### src/rtl/scan_cmd_pkg.sv
package scan_cmd_pkg;

   typedef enum logic {
      MODE_SINGLE = 1'b0,
      MODE_DIFF   = 1'b1
   } in_mode_e;

   localparam logic CMD_START_MARK = 1'b1;
   localparam logic CMD_SPARE_BIT  = 1'b0;

endpackage

### src/rtl/scan_seq_fsm.sv
module scan_seq_fsm
   import scan_cmd_pkg::*;
#(
   parameter int NUM_INPUTS = 8,
   parameter int ADDR_W     = 4,
   parameter int PD_W       = 2,
   parameter bit ASYNC_RST  = 1'b1
) (
   input  logic              clk,
   input  logic              rst_n,
   input  logic              start_n,
   input  logic              frame_stb,
   input  logic              mode_diff,
   input  logic [PD_W-1:0]   pd_sel,
   output logic [ADDR_W-1:0] addr_q,
   output in_mode_e          mode_q,
   output logic [PD_W-1:0]   pd_q,
   output logic              valid_q
);

   localparam int NUM_PAIRS = NUM_INPUTS / 2;
   localparam logic [ADDR_W-1:0] LAST_SINGLE = ADDR_W'(NUM_INPUTS);
   localparam logic [ADDR_W-1:0] LAST_DIFF   = ADDR_W'(NUM_PAIRS);
   localparam logic [ADDR_W-1:0] FIRST_ADDR  = ADDR_W'(1);

   generate
      if (NUM_INPUTS < 2 || (NUM_INPUTS % 2) != 0) begin : g_bad_inputs
         $error("scan_seq_fsm: NUM_INPUTS must be even and at least 2");
      end
      if (NUM_INPUTS >= (1 << ADDR_W)) begin : g_bad_addr
         $error("scan_seq_fsm: ADDR_W too narrow for NUM_INPUTS");
      end
      if (PD_W < 1) begin : g_bad_pd
         $error("scan_seq_fsm: PD_W must be at least 1");
      end
   endgenerate

   logic [ADDR_W-1:0] addr_d;
   in_mode_e          mode_d;
   logic [PD_W-1:0]   pd_d;
   logic              valid_d;
   logic [ADDR_W-1:0] last_addr;
   in_mode_e          mode_in;

   assign mode_in   = mode_diff ? MODE_DIFF : MODE_SINGLE;
   assign last_addr = (mode_in == MODE_DIFF) ? LAST_DIFF : LAST_SINGLE;

   // next-state and output process
   always_comb begin
      addr_d  = addr_q;
      mode_d  = mode_q;
      pd_d    = pd_q;
      valid_d = valid_q;
      if (start_n) begin
         addr_d  = '0;
         mode_d  = MODE_SINGLE;
         pd_d    = '0;
         valid_d = 1'b0;
      end else if (frame_stb) begin
         if (addr_q == '0 || addr_q >= last_addr) begin
            addr_d = FIRST_ADDR;
         end else begin
            addr_d = addr_q + FIRST_ADDR;
         end
         mode_d  = mode_in;
         pd_d    = pd_sel;
         valid_d = 1'b1;
      end
   end

   // state process, reset style chosen by parameter
   generate
      if (ASYNC_RST) begin : g_async
         always_ff @(posedge clk or negedge rst_n) begin
            if (!rst_n) begin
               addr_q  <= '0;
               mode_q  <= MODE_SINGLE;
               pd_q    <= '0;
               valid_q <= 1'b0;
            end else begin
               addr_q  <= addr_d;
               mode_q  <= mode_d;
               pd_q    <= pd_d;
               valid_q <= valid_d;
            end
         end
      end else begin : g_sync
         always_ff @(posedge clk) begin
            if (!rst_n) begin
               addr_q  <= '0;
               mode_q  <= MODE_SINGLE;
               pd_q    <= '0;
               valid_q <= 1'b0;
            end else begin
               addr_q  <= addr_d;
               mode_q  <= mode_d;
               pd_q    <= pd_d;
               valid_q <= valid_d;
            end
         end
      end
   endgenerate

   AST_ADDR_RANGE: assert property (@(posedge clk) disable iff (!rst_n)
      addr_q <= LAST_SINGLE);

   AST_DIFF_RANGE: assert property (@(posedge clk) disable iff (!rst_n)
      (mode_q == MODE_DIFF) |-> (addr_q <= LAST_DIFF));

   AST_SINGLE_WRAP: assert property (@(posedge clk) disable iff (!rst_n)
      (!start_n && frame_stb && !mode_diff && addr_q == LAST_SINGLE)
      |=> (addr_q == FIRST_ADDR));

   AST_DIFF_WRAP: assert property (@(posedge clk) disable iff (!rst_n)
      (!start_n && frame_stb && mode_diff && addr_q >= LAST_DIFF)
      |=> (addr_q == FIRST_ADDR));

   AST_HOLD_NO_STB: assert property (@(posedge clk) disable iff (!rst_n)
      (!start_n && !frame_stb) |=> $stable(addr_q) && $stable(valid_q));

   AST_STOP_IDLE: assert property (@(posedge clk) disable iff (!rst_n)
      start_n |=> (addr_q == '0) && !valid_q);

   AST_FIRST_STEP: assert property (@(posedge clk) disable iff (!rst_n)
      (!start_n && frame_stb && addr_q == '0) |=> (addr_q == FIRST_ADDR));

endmodule

### src/rtl/scan_cmd_encode.sv
module scan_cmd_encode
   import scan_cmd_pkg::*;
#(
   parameter int ADDR_W = 4,
   parameter int SEL_W  = 3,
   parameter int PD_W   = 2,
   parameter int CMD_W  = 1 + SEL_W + 2 + PD_W
) (
   input  logic [ADDR_W-1:0] addr,
   input  in_mode_e          mode,
   input  logic [PD_W-1:0]   pd,
   input  logic              valid,
   output logic [CMD_W-1:0]  cmd
);

   generate
      if (CMD_W != 1 + SEL_W + 2 + PD_W) begin : g_bad_cmd
         $error("scan_cmd_encode: CMD_W does not match field widths");
      end
      if (SEL_W > ADDR_W) begin : g_bad_sel
         $error("scan_cmd_encode: SEL_W wider than ADDR_W");
      end
   endgenerate

   logic [ADDR_W-1:0] index;
   logic [SEL_W-1:0]  sel;
   logic              single_bit;

   assign index      = addr - ADDR_W'(1);
   assign sel        = index[SEL_W-1:0];
   assign single_bit = (mode == MODE_SINGLE);

   always_comb begin
      if (valid) begin
         cmd = {CMD_START_MARK, sel, CMD_SPARE_BIT, single_bit, pd};
      end else begin
         cmd = '0;
      end
   end

endmodule

### src/rtl/scan_cmd_gen.sv
module scan_cmd_gen
   import scan_cmd_pkg::*;
#(
   parameter int NUM_INPUTS = 8,
   parameter int ADDR_W     = 4,
   parameter int PD_W       = 2,
   parameter bit ASYNC_RST  = 1'b1,
   parameter int SEL_W      = $clog2(NUM_INPUTS),
   parameter int CMD_W      = 1 + SEL_W + 2 + PD_W
) (
   input  logic              clk,
   input  logic              rst_n,
   input  logic              start_n,
   input  logic              frame_stb,
   input  logic              diff_mode,
   input  logic [PD_W-1:0]   pd_sel,
   output logic [CMD_W-1:0]  cmd_byte,
   output logic [ADDR_W-1:0] chan_addr,
   output logic              cmd_valid
);

   localparam int BIT_START = CMD_W - 1;
   localparam int BIT_SPARE = PD_W + 1;
   localparam int BIT_SGL   = PD_W;

   generate
      if ((1 << SEL_W) != NUM_INPUTS) begin : g_bad_pow2
         $error("scan_cmd_gen: NUM_INPUTS must be a power of two");
      end
   endgenerate

   logic [ADDR_W-1:0] addr_q;
   in_mode_e          mode_q;
   logic [PD_W-1:0]   pd_q;
   logic              valid_q;

   scan_seq_fsm #(
      .NUM_INPUTS (NUM_INPUTS),
      .ADDR_W     (ADDR_W),
      .PD_W       (PD_W),
      .ASYNC_RST  (ASYNC_RST)
   ) u_seq (
      .clk       (clk),
      .rst_n     (rst_n),
      .start_n   (start_n),
      .frame_stb (frame_stb),
      .mode_diff (diff_mode),
      .pd_sel    (pd_sel),
      .addr_q    (addr_q),
      .mode_q    (mode_q),
      .pd_q      (pd_q),
      .valid_q   (valid_q)
   );

   scan_cmd_encode #(
      .ADDR_W (ADDR_W),
      .SEL_W  (SEL_W),
      .PD_W   (PD_W),
      .CMD_W  (CMD_W)
   ) u_enc (
      .addr  (addr_q),
      .mode  (mode_q),
      .pd    (pd_q),
      .valid (valid_q),
      .cmd   (cmd_byte)
   );

   assign chan_addr = addr_q;
   assign cmd_valid = valid_q;

   AST_CMD_FRAME: assert property (@(posedge clk) disable iff (!rst_n)
      cmd_valid |-> (cmd_byte[BIT_START] == 1'b1) && (cmd_byte[BIT_SPARE] == 1'b0));

   AST_SINGLE_FLAG: assert property (@(posedge clk) disable iff (!rst_n)
      (!start_n && frame_stb && !diff_mode) |=> (cmd_byte[BIT_SGL] == 1'b1));

   AST_DIFF_FLAG: assert property (@(posedge clk) disable iff (!rst_n)
      (!start_n && frame_stb && diff_mode) |=> (cmd_byte[BIT_SGL] == 1'b0));

   AST_PD_FIELD: assert property (@(posedge clk) disable iff (!rst_n)
      (!start_n && frame_stb) |=> (cmd_byte[PD_W-1:0] == $past(pd_sel)));

   AST_CMD_HOLD: assert property (@(posedge clk) disable iff (!rst_n)
      (!start_n && !frame_stb) |=> $stable(cmd_byte));

   AST_IDLE_CMD: assert property (@(posedge clk) disable iff (!rst_n)
      !cmd_valid |-> (cmd_byte == '0));

   AST_VALID_ADDR: assert property (@(posedge clk) disable iff (!rst_n)
      cmd_valid == (chan_addr != '0));

endmodule

### config.mk
export PLATFORM = sky130hd
export DESIGN_NAME = scan_cmd_gen
export DESIGN_NICKNAME = d
export VERILOG_FILES = /design/src/rtl/scan_cmd_pkg.sv /design/src/rtl/scan_seq_fsm.sv /design/src/rtl/scan_cmd_encode.sv /design/src/rtl/scan_cmd_gen.sv
export SDC_FILE = /design/constraint.sdc
export NUM_CORES = 1
export LEC_CHECK = 0
export ABC_AREA = 1
export BUFFER_PORTS_ARGS = -buffer_cell sky130_fd_sc_hd__buf_2
export CORE_MARGIN = 4
export CORE_UTILIZATION = 28
export CTS_BUF_LIST = sky130_fd_sc_hd__clkbuf_2 sky130_fd_sc_hd__clkbuf_4 sky130_fd_sc_hd__clkbuf_8
export CTS_CLUSTER_DIAMETER = 80
export DETAILED_ROUTE_END_ITERATION = 16
export SLEW_MARGIN = 20
export SYNTH_ARGS = -nofsm -noshare
export SYNTH_HDL_FRONTEND = slang
export SYNTH_SLANG_ARGS = --single-unit
### constraint.sdc
create_clock -name clk -period 1.3 [get_ports clk]
set_input_delay 0.13 -clock clk [delete_from_list [all_inputs] [get_ports clk]]
set_output_delay 0.13 -clock clk [all_outputs]
set_load 0.05 [all_outputs]
## Word-level counts from Yosys, hierarchy flattened

Cells that the tools add are included.

- Add/subtract/negate cells: 2
- $lt $le $gt $ge: 1
- Mux-type cells: 12
- Bitwise logic cells: 1
- Reduce and logical (&&, ||, !) cells: 3

Operators with widths:

| operator | number |
|---|---|
| $mux 4 | 4 |
| $mux 8 | 1 |
| $mux 1 | 5 |
| $add 4x1->4 const B | 1 |
| $ge 4x4->1 | 1 |
| $logic_not 4->1 | 1 |
| $mux 2 | 2 |
| $sub 3x1->3 const B | 1 |
| $reduce_bool 2->1 | 1 |
| $logic_or 1x1->1 | 1 |
| $not 1->1 | 1 |

- Bits in registers: 8
- Input bits: 7
- Output and inout bits: 13
- Logic and storage cells: 23

## Depth between registers and ports, before layout

Gate-level depths: netlist of run 1.

- Word-level depth: 7
- Gate-level depth with buffers: 9

## Modules after synthesis

Synthesis of run 1 repeated with hierarchy kept, for this count alone.

- Cell total of the unflattened synthesis: 71
- Area, all modules: 541.8 µm²

Modules (own cells, without submodules):

| module | instances | cells each | area each (µm²) |
|---|---|---|---|
| scan_seq_fsm | 1 | 53 | 457.9 |
| scan_cmd_encode | 1 | 18 | 83.8 |

## Worst setup path before layout of run 1

OpenSTA, ideal clock, no wires.

- Path kind: register to output
- Start point: register u_seq.addr_q[0]
- End point: output cmd_byte[6]
- Arrival time: 1815 ps
- Required time: 1170 ps
- Path slack: -645 ps
- Stages on the path, launching flop included: 4
- Path buffers: 0
- Path through: dfrtp_1 > inv_1 > ha_1 > a21oi_1

- Cells in the longest elaborated chain, start to end: 2

RTL lines:

| element | RTL line | text |
|---|---|---|
| start, declared | scan_seq_fsm.sv:15 | `output logic [ADDR_W-1:0] addr_q,` |
| start signal, assigned | scan_seq_fsm.sv:81 | `addr_q <= addr_d;` |
| $sub 3x1->3 | scan_cmd_encode.sv:29 | `assign index = addr - ADDR_W'(1);` |
| $mux 8 | scan_cmd_encode.sv:34 | `if (valid) begin` |
| end, declared | scan_cmd_gen.sv:17 | `output logic [CMD_W-1:0] cmd_byte,` |

No other way between the ends.

## Worst setup path in the final report of run 1

- Start point: register u_seq.addr_q[1]
- End point: output cmd_byte[6]

Same word-level chain as after synthesis.

==> flow_metrics.env, run 1 <==
export IMPL_status="finished, violations left"
export IMPL_violations="negative setup slack"
export IMPL_grt_ovfl_total=0
export IMPL_cts_num_sinks=8
export IMPL_hp_start="start_n"
export IMPL_skew_ps=0.567
export IMPL_drc=0
export IMPL_cp_max_fo=3
export IMPL_fillers=152
export IMPL_synthMuxAreaShare_pct=0
export IMPL_synth_xor_area_share_pct=1.79
export IMPL_met1_usage_pct=10.3
export IMPL_syn2layout_area_growth_pct=63.0
export IMPL_yosysUniqueCellTypes=14
export IMPL_routed_wl_um=1310
export IMPL_die_x_um=49.9
export IMPL_finalCriticalPeriod_ps=1360
export IMPL_vias=511
export IMPL_cp_start_kind="flip-flop"
export IMPL_h_tree_depth=1
export IMPL_ant_nets=0
export IMPL_cp_buffers_inverters=2
export IMPL_mostFrequentLayoutCell="nand2_1"
export IMPL_path_cells="inv_2 -> ha_4 -> o21ai_2 -> a21oi_4 -> buf_6"
export IMPL_grt_max_degree=9
export IMPL_cts_tree="built"
export IMPL_setup_viol=2
export IMPL_cp_end_kind="output pin"
export IMPL_synth_compound_area_share_pct=12.5
export IMPL_period_share_pct=105
export IMPL_port_buffers=18
export IMPL_rsz0062_at_grt="yes"
export IMPL_cp_arrival_ps=1230
export IMPL_synthCells=65
export IMPL_leakage_nw=0.417
export IMPL_cts_root_buffer="clkbuf_4"
export IMPL_mostFrequentLayoutCells="17 x nand2_1, 14 x buf_2, 7 x inv_1"
export IMPL_ios=20
export IMPL_grt_pass1_vias=464
export IMPL_hp_class="input pin to flip-flop"
export IMPL_maxCapViolCount=0
export IMPL_initial_core_util_pct=31.1
export IMPL_cp_startpoint="u_seq.addr_q[1]"
export IMPL_path_delay_family="flip-flops"
export IMPL_ys_seq_area_share_pct=40.8
export IMPL_whs_ps=67.2
export IMPL_crit_slowest_cell="dfrtp_2"
export IMPL_nNetsFinal=104
export IMPL_synth_area_sq_um=490
export IMPL_yosys_area_share_simple_pct=22.4
export IMPL_syn_avg_cell_area_sq_um=7.55
export IMPL_grt_pass1_wl_um=1960
export IMPL_grt_total_usage_pct=10.4
export IMPL_die_y_um=49.9
export IMPL_worstPathRequired_ps=1170
export IMPL_crit_type="flip-flop to output pin"
export IMPL_cts_made_buffers=3
export IMPL_drive_gt1_share_pct=55.4
export IMPL_grt_use_met3_pct=2.71
export IMPL_worstReg2RegStart="u_seq.addr_q[2]"
export IMPL_hold_viol_final=0
export IMPL_fmax_mhz=733
export IMPL_first_pass_iters=4
export IMPL_placementRows=14
export IMPL_drt_vias_per_instance=4.73
export IMPL_clockBufferDepth=2
export IMPL_drt_iter0_drc=4
export IMPL_fin_setup_tns_ps=-64.6
export IMPL_dp_hpwl_um=989
export IMPL_synth_top_family_by_area="simple AND/OR/NAND/NOR gates"
export IMPL_finalWorstSetupSlack_ps=-63.9
export IMPL_place_gp_congestion=0.742
export IMPL_fin_util_pct=50.7
export IMPL_ys_ff_latch=8
export IMPL_top_usage_layer="met2"
export IMPL_cp_slowest_stage_delay_ps=410
export IMPL_preCtsSetupSlack_ps=34.6
export IMPL_wl_per_cell_um=12.1
export IMPL_n_antenna_cell=0
export IMPL_pwr_density_cell_nw_per_um2=923
export IMPL_synth_nets=76
export IMPL_slew_violations=0
export IMPL_grt_antenna_before_repair=0
export IMPL_peakVddDrop_uv=353
export IMPL_use_met2_pct=20.0
export IMPL_die_area_sq_um=2490
export IMPL_clk_latency_ps=250
export IMPL_yosysWarnings=0
export IMPL_synthAdderAreaFrac_pct=10.2
export IMPL_core_area_sq_um=1580
export IMPL_cts_clk_slew_worst_paths_ps=70
worst paths after layout:
path / endpoint / slack, ps / depth (start not counted)
setup / recovery: cmd_byte[6] / -60 / 5
hold / removal: u_seq.valid_q / 70 / 2
max in group asynchronous: u_seq.valid_q / 850 / 2
setup reg to reg: u_seq.addr_q[0] / 20 / 8
min in group asynchronous: u_seq.addr_q[2] / 250 / 2
hold reg to reg: u_seq.pd_q[1] / 510 / 1
cells by family after synthesis:
logic type	after synthesis
flops	8
xor+xnor	1
simple gates	28
compound gates	10
buf+inv	13
fa+ha+maj	4
other cells	1
final cells by class:
cell class                      count  area (sq um)  area share [%]
Sequential cell                     8           209            26.1
Tap cell                           16          20.0            2.50
Multi-Input combinational cell     44           325            40.7
Inverter                           11          45.0            5.63
Clock buffer                        4          30.0            3.76
Timing Repair Buffer               25           170            21.3
timing repair:
action | CTS | global route
buffers inserted | 3 | 0
setup endpoints to repair | 4 | 7
resized for setup | 9 | 9
pin swaps | 2 | 4
endpoints found under the hold margin | 8 | 0
hold buffers | 1 | 0
synthesized netlist by cell type:
master   count  area share, %
o21ai_0      2            2.0
inv_1       11            8.4
nor2_1       6            4.6
dfrtp_1      8             41
conb_1       1           0.76
buf_4        2            3.1
nor2_2       1            1.3
a22o_1       3            5.4
xor2_1       1            1.8
ha_1         4             10
nand2_1     19             15
nand3_1      2            2.0
a21oi_1      3            3.1
o21ai_1      2            2.0
routing by layer:
layer / vias up / part of all wire (%)
li1: 253 / -
met1: 247 / 42
met5: - / 0
met3: 2 / 4.1
met4: 0 / 0.77
met2: 9 / 53
stage by stage:
stage               total power [W]  std cells  instance area (sq um)
finish                     0.000738        108                    800
CTS                        0.000728        108                    752
detailed placement         0.000472        100                    663
global placement           0.000469        100                    663
global route               0.000771        108                    800
floorplan                  0.000422         65                    546
registers in the layout, summed over array words and instances (netlist names):
signal and cells:
u_seq.valid_q 1, u_seq.pd_q 2, u_seq.mode_q 1, u_seq.addr_q 4
power by group:
part	total [W]	internal, W	switching (W)
combinational	0.000237	0.0000840	0.000153
clock	0.000233	0.000139	0.0000940
sequential	0.000269	0.000260	0.00000830
(Power assumes the default switching activity.)
==> inputs of run 2 (changes only) <==
SETUP_SLACK_MARGIN = 0.1   (was default)
==> flow_metrics.env, run 2 (synthesis results as in run 1) <==
export IMPL_slew_violations=0
export IMPL_die_area_sq_um=2490
export IMPL_rsz0062_at_grt="yes"
export IMPL_peakVddDrop_uv=610
export IMPL_top_regs="u_seq.addr_q x4, u_seq.pd_q x2"
export IMPL_first_pass_iters=4
export IMPL_cts_clk_slew_worst_paths_ps=60
export IMPL_cts_made_buffers=3
export IMPL_placementRows=14
export IMPL_skew_ps=9.56
export IMPL_largest_reg_flops=4
export IMPL_grt_total_usage_pct=10.5
export IMPL_worstPathRequired_ps=1170
export IMPL_n_antenna_cell=0
export IMPL_leakage_nw=0.425
export IMPL_fmax_mhz=733
export IMPL_final_cells=108
export IMPL_mostFrequentLayoutCells="15 x nand2_1, 8 x buf_2, 6 x clkbuf_4, 6 x buf_4"
export IMPL_crit_type="flip-flop to output pin"
export IMPL_cp_buffers_inverters=2
export IMPL_final_area_sq_um=848
export IMPL_ant_nets=0
export IMPL_drt_iter0_drc=4
export IMPL_mostFrequentLayoutCell="nand2_1"
export IMPL_placed_area_sq_um=663
export IMPL_finalCriticalPeriod_ps=1360
export IMPL_cp_start_kind="flip-flop"
export IMPL_grt_pass1_wl_um=1930
export IMPL_cp_end_kind="output pin"
export IMPL_cp_slowest_stage_delay_ps=400
export IMPL_maxCapViolCount=0
export IMPL_nNetsFinal=104
export IMPL_vias=502
export IMPL_cts_root_buffer="clkbuf_4"
export IMPL_drc=0
export IMPL_rrSetupSlack_ps=40
export IMPL_port_buffers=18
export IMPL_setup_viol=1
export IMPL_drive_gt1_share_pct=58.7
export IMPL_holdPathStages=2
export IMPL_initial_core_util_pct=31.1
export IMPL_dp_hpwl_um=904
export IMPL_clockBufferDepth=2
export IMPL_fin_setup_tns_ps=-64.8
export IMPL_violations="negative setup slack"
export IMPL_h_tree_depth=1
export IMPL_hold_viol_final=0
export IMPL_die_y_um=49.9
export IMPL_cts_tree="built"
export IMPL_ff2ff_path_depth=8
export IMPL_grt_pass1_vias=465
export IMPL_path_delay_family="flip-flops"
export IMPL_hp_start="start_n"
export IMPL_grt_ovfl_total=0
export IMPL_fin_util_pct=53.8
export IMPL_cts_num_sinks=8
export IMPL_cp_max_fo=3
export IMPL_drt_vias_per_instance=4.65
export IMPL_ios=20
export IMPL_hold_end="u_seq.valid_q"
export IMPL_wl_per_cell_um=11.5
export IMPL_period_share_pct=105
export IMPL_crit_slowest_cell="dfrtp_2"
export IMPL_pwr_density_cell_nw_per_um2=889
export IMPL_core_area_sq_um=1580
export IMPL_clk_latency_ps=260
export IMPL_grt_antenna_before_repair=0
export IMPL_status="finished, violations left"
export IMPL_worstReg2RegStart="u_seq.addr_q[2]"
export IMPL_hp_class="input pin to flip-flop"
export IMPL_largest_register="u_seq.addr_q"
export IMPL_timing_rr_end="u_seq.addr_q[0]"
export IMPL_finalWorstSetupSlack_ps=-64.8
export IMPL_path_cells="inv_2 -> ha_4 -> o21ai_4 -> a21oi_4 -> buf_6"
export IMPL_power_w=0.000754
export IMPL_dpl_cell_count=100
export IMPL_routed_wl_um=1240
export IMPL_grt_max_degree=9
export IMPL_place_gp_congestion=0.738
export IMPL_cp_arrival_ps=1230
export IMPL_syn2layout_area_growth_pct=73.0
export IMPL_die_x_um=49.9
## run 2: through the flow
step | hold slack, ps | setup slack (ps)
6_report | 54.0 | -64.8
5_1_grt | 45.5 | -112
4_1_cts | 42.3 | -75.6
3_5_place_dp | -16.4 | 54.0
3_3_place_gp | -14.1 | 70.2
2_1_floorplan | -166 | -44.2
## run 2: timing repair
item,CTS,global route
hold buffers,1,0
pin swaps,3,4
endpoints found under the hold margin,8,0
buffers inserted,3,0
resized for setup,18,19
setup endpoints to repair,9,14
## run 2: metal layers
| metal | track usage, % | share of wire, % | wire length (um) | vias up |
|---|---|---|---|---|
| met5 | 0 | 0 | 0 | - |
| met4 | 4.15 | 0.89 | 11 | 0 |
| met3 | 5.12 | 4.1 | 51 | 2 |
| met2 | 17.4 | 52 | 648 | 10 |
| met1 | 11.3 | 43 | 530 | 238 |
| li1 | - | - | - | 252 |
## run 2: worst max-delay path by stage
stage | slack [ps] | to | start | depth (start not counted)
global route | -110 | cmd_byte[6] | u_seq.addr_q[0] | 5
floorplan | -40 | cmd_byte[6] | u_seq.addr_q[0] | 4
detailed placement | 50 | u_seq.addr_q[0] | u_seq.addr_q[2] | 8
finish | -60 | cmd_byte[6] | u_seq.addr_q[0] | 5
CTS | -80 | cmd_byte[6] | u_seq.addr_q[0] | 5
global placement | 70 | u_seq.addr_q[2] | u_seq.addr_q[2] | 7
## run 2: worst register-to-register path, delay by kind of cell, from the launching register on
family | cells | cell delay [ps]
flip-flops | 1 | 520
AND/OR/NAND/NOR | 5 | 320
adder cells (fa/ha/maj) | 1 | 190
buffers and inverters | 1 | 80
AO/OA/AOI/OAI | 1 | 50
## run 2: area by class of cell
cell class	instances	area (sq um)
clock buffer	4	30.0
fill	144	728
inverter	11	45.0
multi-input combinational	44	325
sequential	8	209
tap	16	20.0
timing repair buffer	25	219
## run 2: report_power, final
group	internal [W]	total (W)	switching (W)	leakage, nW
clock	0.000139	0.000230	0.0000915	0.0184
sequential	0.000261	0.000270	0.00000904	0.0991
combinational	0.0000981	0.000254	0.000156	0.308
total	0.000497	0.000754	0.000257	0.425
==> inputs of run 3 (changes only) <==
ABC_CLOCK_PERIOD_IN_PS = 1300   (was default)
TNS_END_PERCENT = 20   (was default)
==> flow_metrics.env, run 3 (synthesis results as in run 1) <==
export IMPL_cts_clk_slew_worst_paths_ps=70
export IMPL_clockBufferDepth=2
export IMPL_pwr_density_cell_nw_per_um2=898
export IMPL_worstPathRequired_ps=1170
export IMPL_place_gp_congestion=0.710
export IMPL_largest_reg_flops=4
export IMPL_crit_cells=4
export IMPL_finalWorstSetupSlack_ps=-80.3
export IMPL_placementRows=14
export IMPL_fmax_mhz=724
export IMPL_ios=20
export IMPL_drc=0
export IMPL_top_usage_layer="met2"
export IMPL_nNetsFinal=106
export IMPL_largest_register="u_seq.addr_q"
export IMPL_cp_arrival_ps=1250
export IMPL_ff2ff_path_depth=8
export IMPL_h_tree_depth=1
export IMPL_routed_wl_um=1250
export IMPL_clk_latency_ps=260
export IMPL_die_area_sq_um=2490
export IMPL_grt_pass1_vias=439
export IMPL_top_regs="u_seq.addr_q x4, u_seq.pd_q x2"
export IMPL_cts_root_buffer="clkbuf_4"
export IMPL_power_switching_w=0.000260
export IMPL_setup_viol=1
export IMPL_path_cells="buf_4 -> o21ai_4 -> a21oi_4 -> buf_6"
export IMPL_fin_setup_tns_ps=-80.3
export IMPL_intPower_w=0.000492
export IMPL_rsz0062_at_grt="yes"
export IMPL_holdPathStages=2
export IMPL_n_antenna_cell=0
export IMPL_met1_usage_pct=12.2
export IMPL_initial_core_util_pct=31.1
export IMPL_crit_type="flip-flop to output pin"
export IMPL_worstReg2RegStart="u_seq.addr_q[2]"
export IMPL_power_frac_comb_pct=32.6
export IMPL_ant_nets=0
export IMPL_grt_max_degree=9
export IMPL_syn2layout_area_growth_pct=70.7
export IMPL_drt_vias_per_instance=4.55
export IMPL_status="finished, violations left"
export IMPL_port_buffers=18
export IMPL_final_area_sq_um=837
export IMPL_preCtsSetupSlack_ps=63.6
export IMPL_finalCriticalPeriod_ps=1380
export IMPL_path_delay_family="flip-flops"
export IMPL_clkPwrFrac_pct=31.6
export IMPL_cts_made_buffers=3
export IMPL_first_pass_iters=4
export IMPL_core_area_sq_um=1580
export IMPL_dp_hpwl_um=932
export IMPL_seq_power_share_pct=35.8
export IMPL_cp_start_kind="flip-flop"
export IMPL_cp_end_kind="output pin"
export IMPL_p_sw_share_pct=34.6
export IMPL_cp_buffers_inverters=2
export IMPL_cp_startpoint="u_seq.addr_q[2]"
export IMPL_crit_slowest_cell="dfrtp_4"
export IMPL_peakVddDrop_uv=509
export IMPL_mostFrequentLayoutCell="nand2_1"
export IMPL_slew_violations=0
export IMPL_grt_use_met3_pct=3.92
export IMPL_mostFrequentLayoutCells="17 x nand2_1, 10 x buf_4, 9 x buf_2"
export IMPL_leakage_nw=0.433
export IMPL_drive_gt1_share_pct=53.2
export IMPL_grt_ovfl_total=0
export IMPL_cp_max_fo=3
export IMPL_hp_class="input pin to flip-flop"
export IMPL_period_share_pct=106
export IMPL_drt_iter0_drc=6
export IMPL_fin_util_pct=53.1
export IMPL_cp_slowest_stage_delay_ps=480
export IMPL_use_met2_pct=17.6
export IMPL_grt_total_usage_pct=10.8
export IMPL_power_w=0.000752
export IMPL_hp_start="start_n"
export IMPL_cts_tree="built"
export IMPL_hold_viol_final=0
export IMPL_placed_area_sq_um=678
export IMPL_cts_num_sinks=8
export IMPL_vias=501
export IMPL_grt_antenna_before_repair=0
export IMPL_grt_pass1_wl_um=1990
export IMPL_maxCapViolCount=0
export IMPL_wl_per_cell_um=11.4
export IMPL_die_y_um=49.9
export IMPL_die_x_um=49.9
export IMPL_skew_ps=10.2
export IMPL_violations="negative setup slack"
-- run 3: worst paths after layout --
check / end / slack, ps
min in group asynchronous: u_seq.addr_q[2] / 240
hold reg to reg: u_seq.pd_q[0] / 510
max in group asynchronous: u_seq.addr_q[1] / 860
setup / recovery: cmd_byte[6] / -80
hold / removal: u_seq.valid_q / 70
setup reg to reg: u_seq.addr_q[0] / 60
-- run 3: through the flow --
| stage | instances | hold WS, ps |
|---|---|---|
| after global routing | 110 | 66.9 |
| after detailed placement | 102 | -11.2 |
| final | 110 | 68.3 |
| after floorplan | 65 | -166 |
| after global placement | 102 | -14.4 |
| after CTS | 107 | 55.6 |
-- run 3: what timing repair did --
| item | CTS | global route |
|---|---|---|
| hold buffers | 1 | 0 |
| endpoints found under the setup margin | 9 | 12 |
| gates cloned | 0 | 0 |
| pin swaps | 7 | 2 |
| setup buffers | 0 | 3 |
| endpoints found under the hold margin | 8 | 0 |
| gates resized for setup | 16 | 16 |
-- run 3: per-layer routing --
layer | wire (um) | share of wire, % | vias to the layer above
met5 | 0 | 0 | -
met4 | 10 | 0.80 | 0
met3 | 70 | 5.6 | 2
met2 | 629 | 50 | 12
met1 | 542 | 43 | 228
li1 | - | - | 259
-- run 3: cell type report --
cell class | count | area, sq um
multi-input cells | 44 | 313
well taps | 16 | 20.0
flip-flops and latches | 8 | 209
repair buffers | 27 | 220
fillers | 148 | 739
clock buffers | 4 | 30.0
inverters | 11 | 45.0
-- run 3: power by group through the flow --
stage	clock network (W)	registers, W	logic (W)
global placement	0	0.000274	0.000194
finish	0.000238	0.000269	0.000245
global route	0.000258	0.000271	0.000262
detailed placement	0	0.000274	0.000197
floorplan	0	0.000296	0.000126
CTS	0.000245	0.000271	0.000217
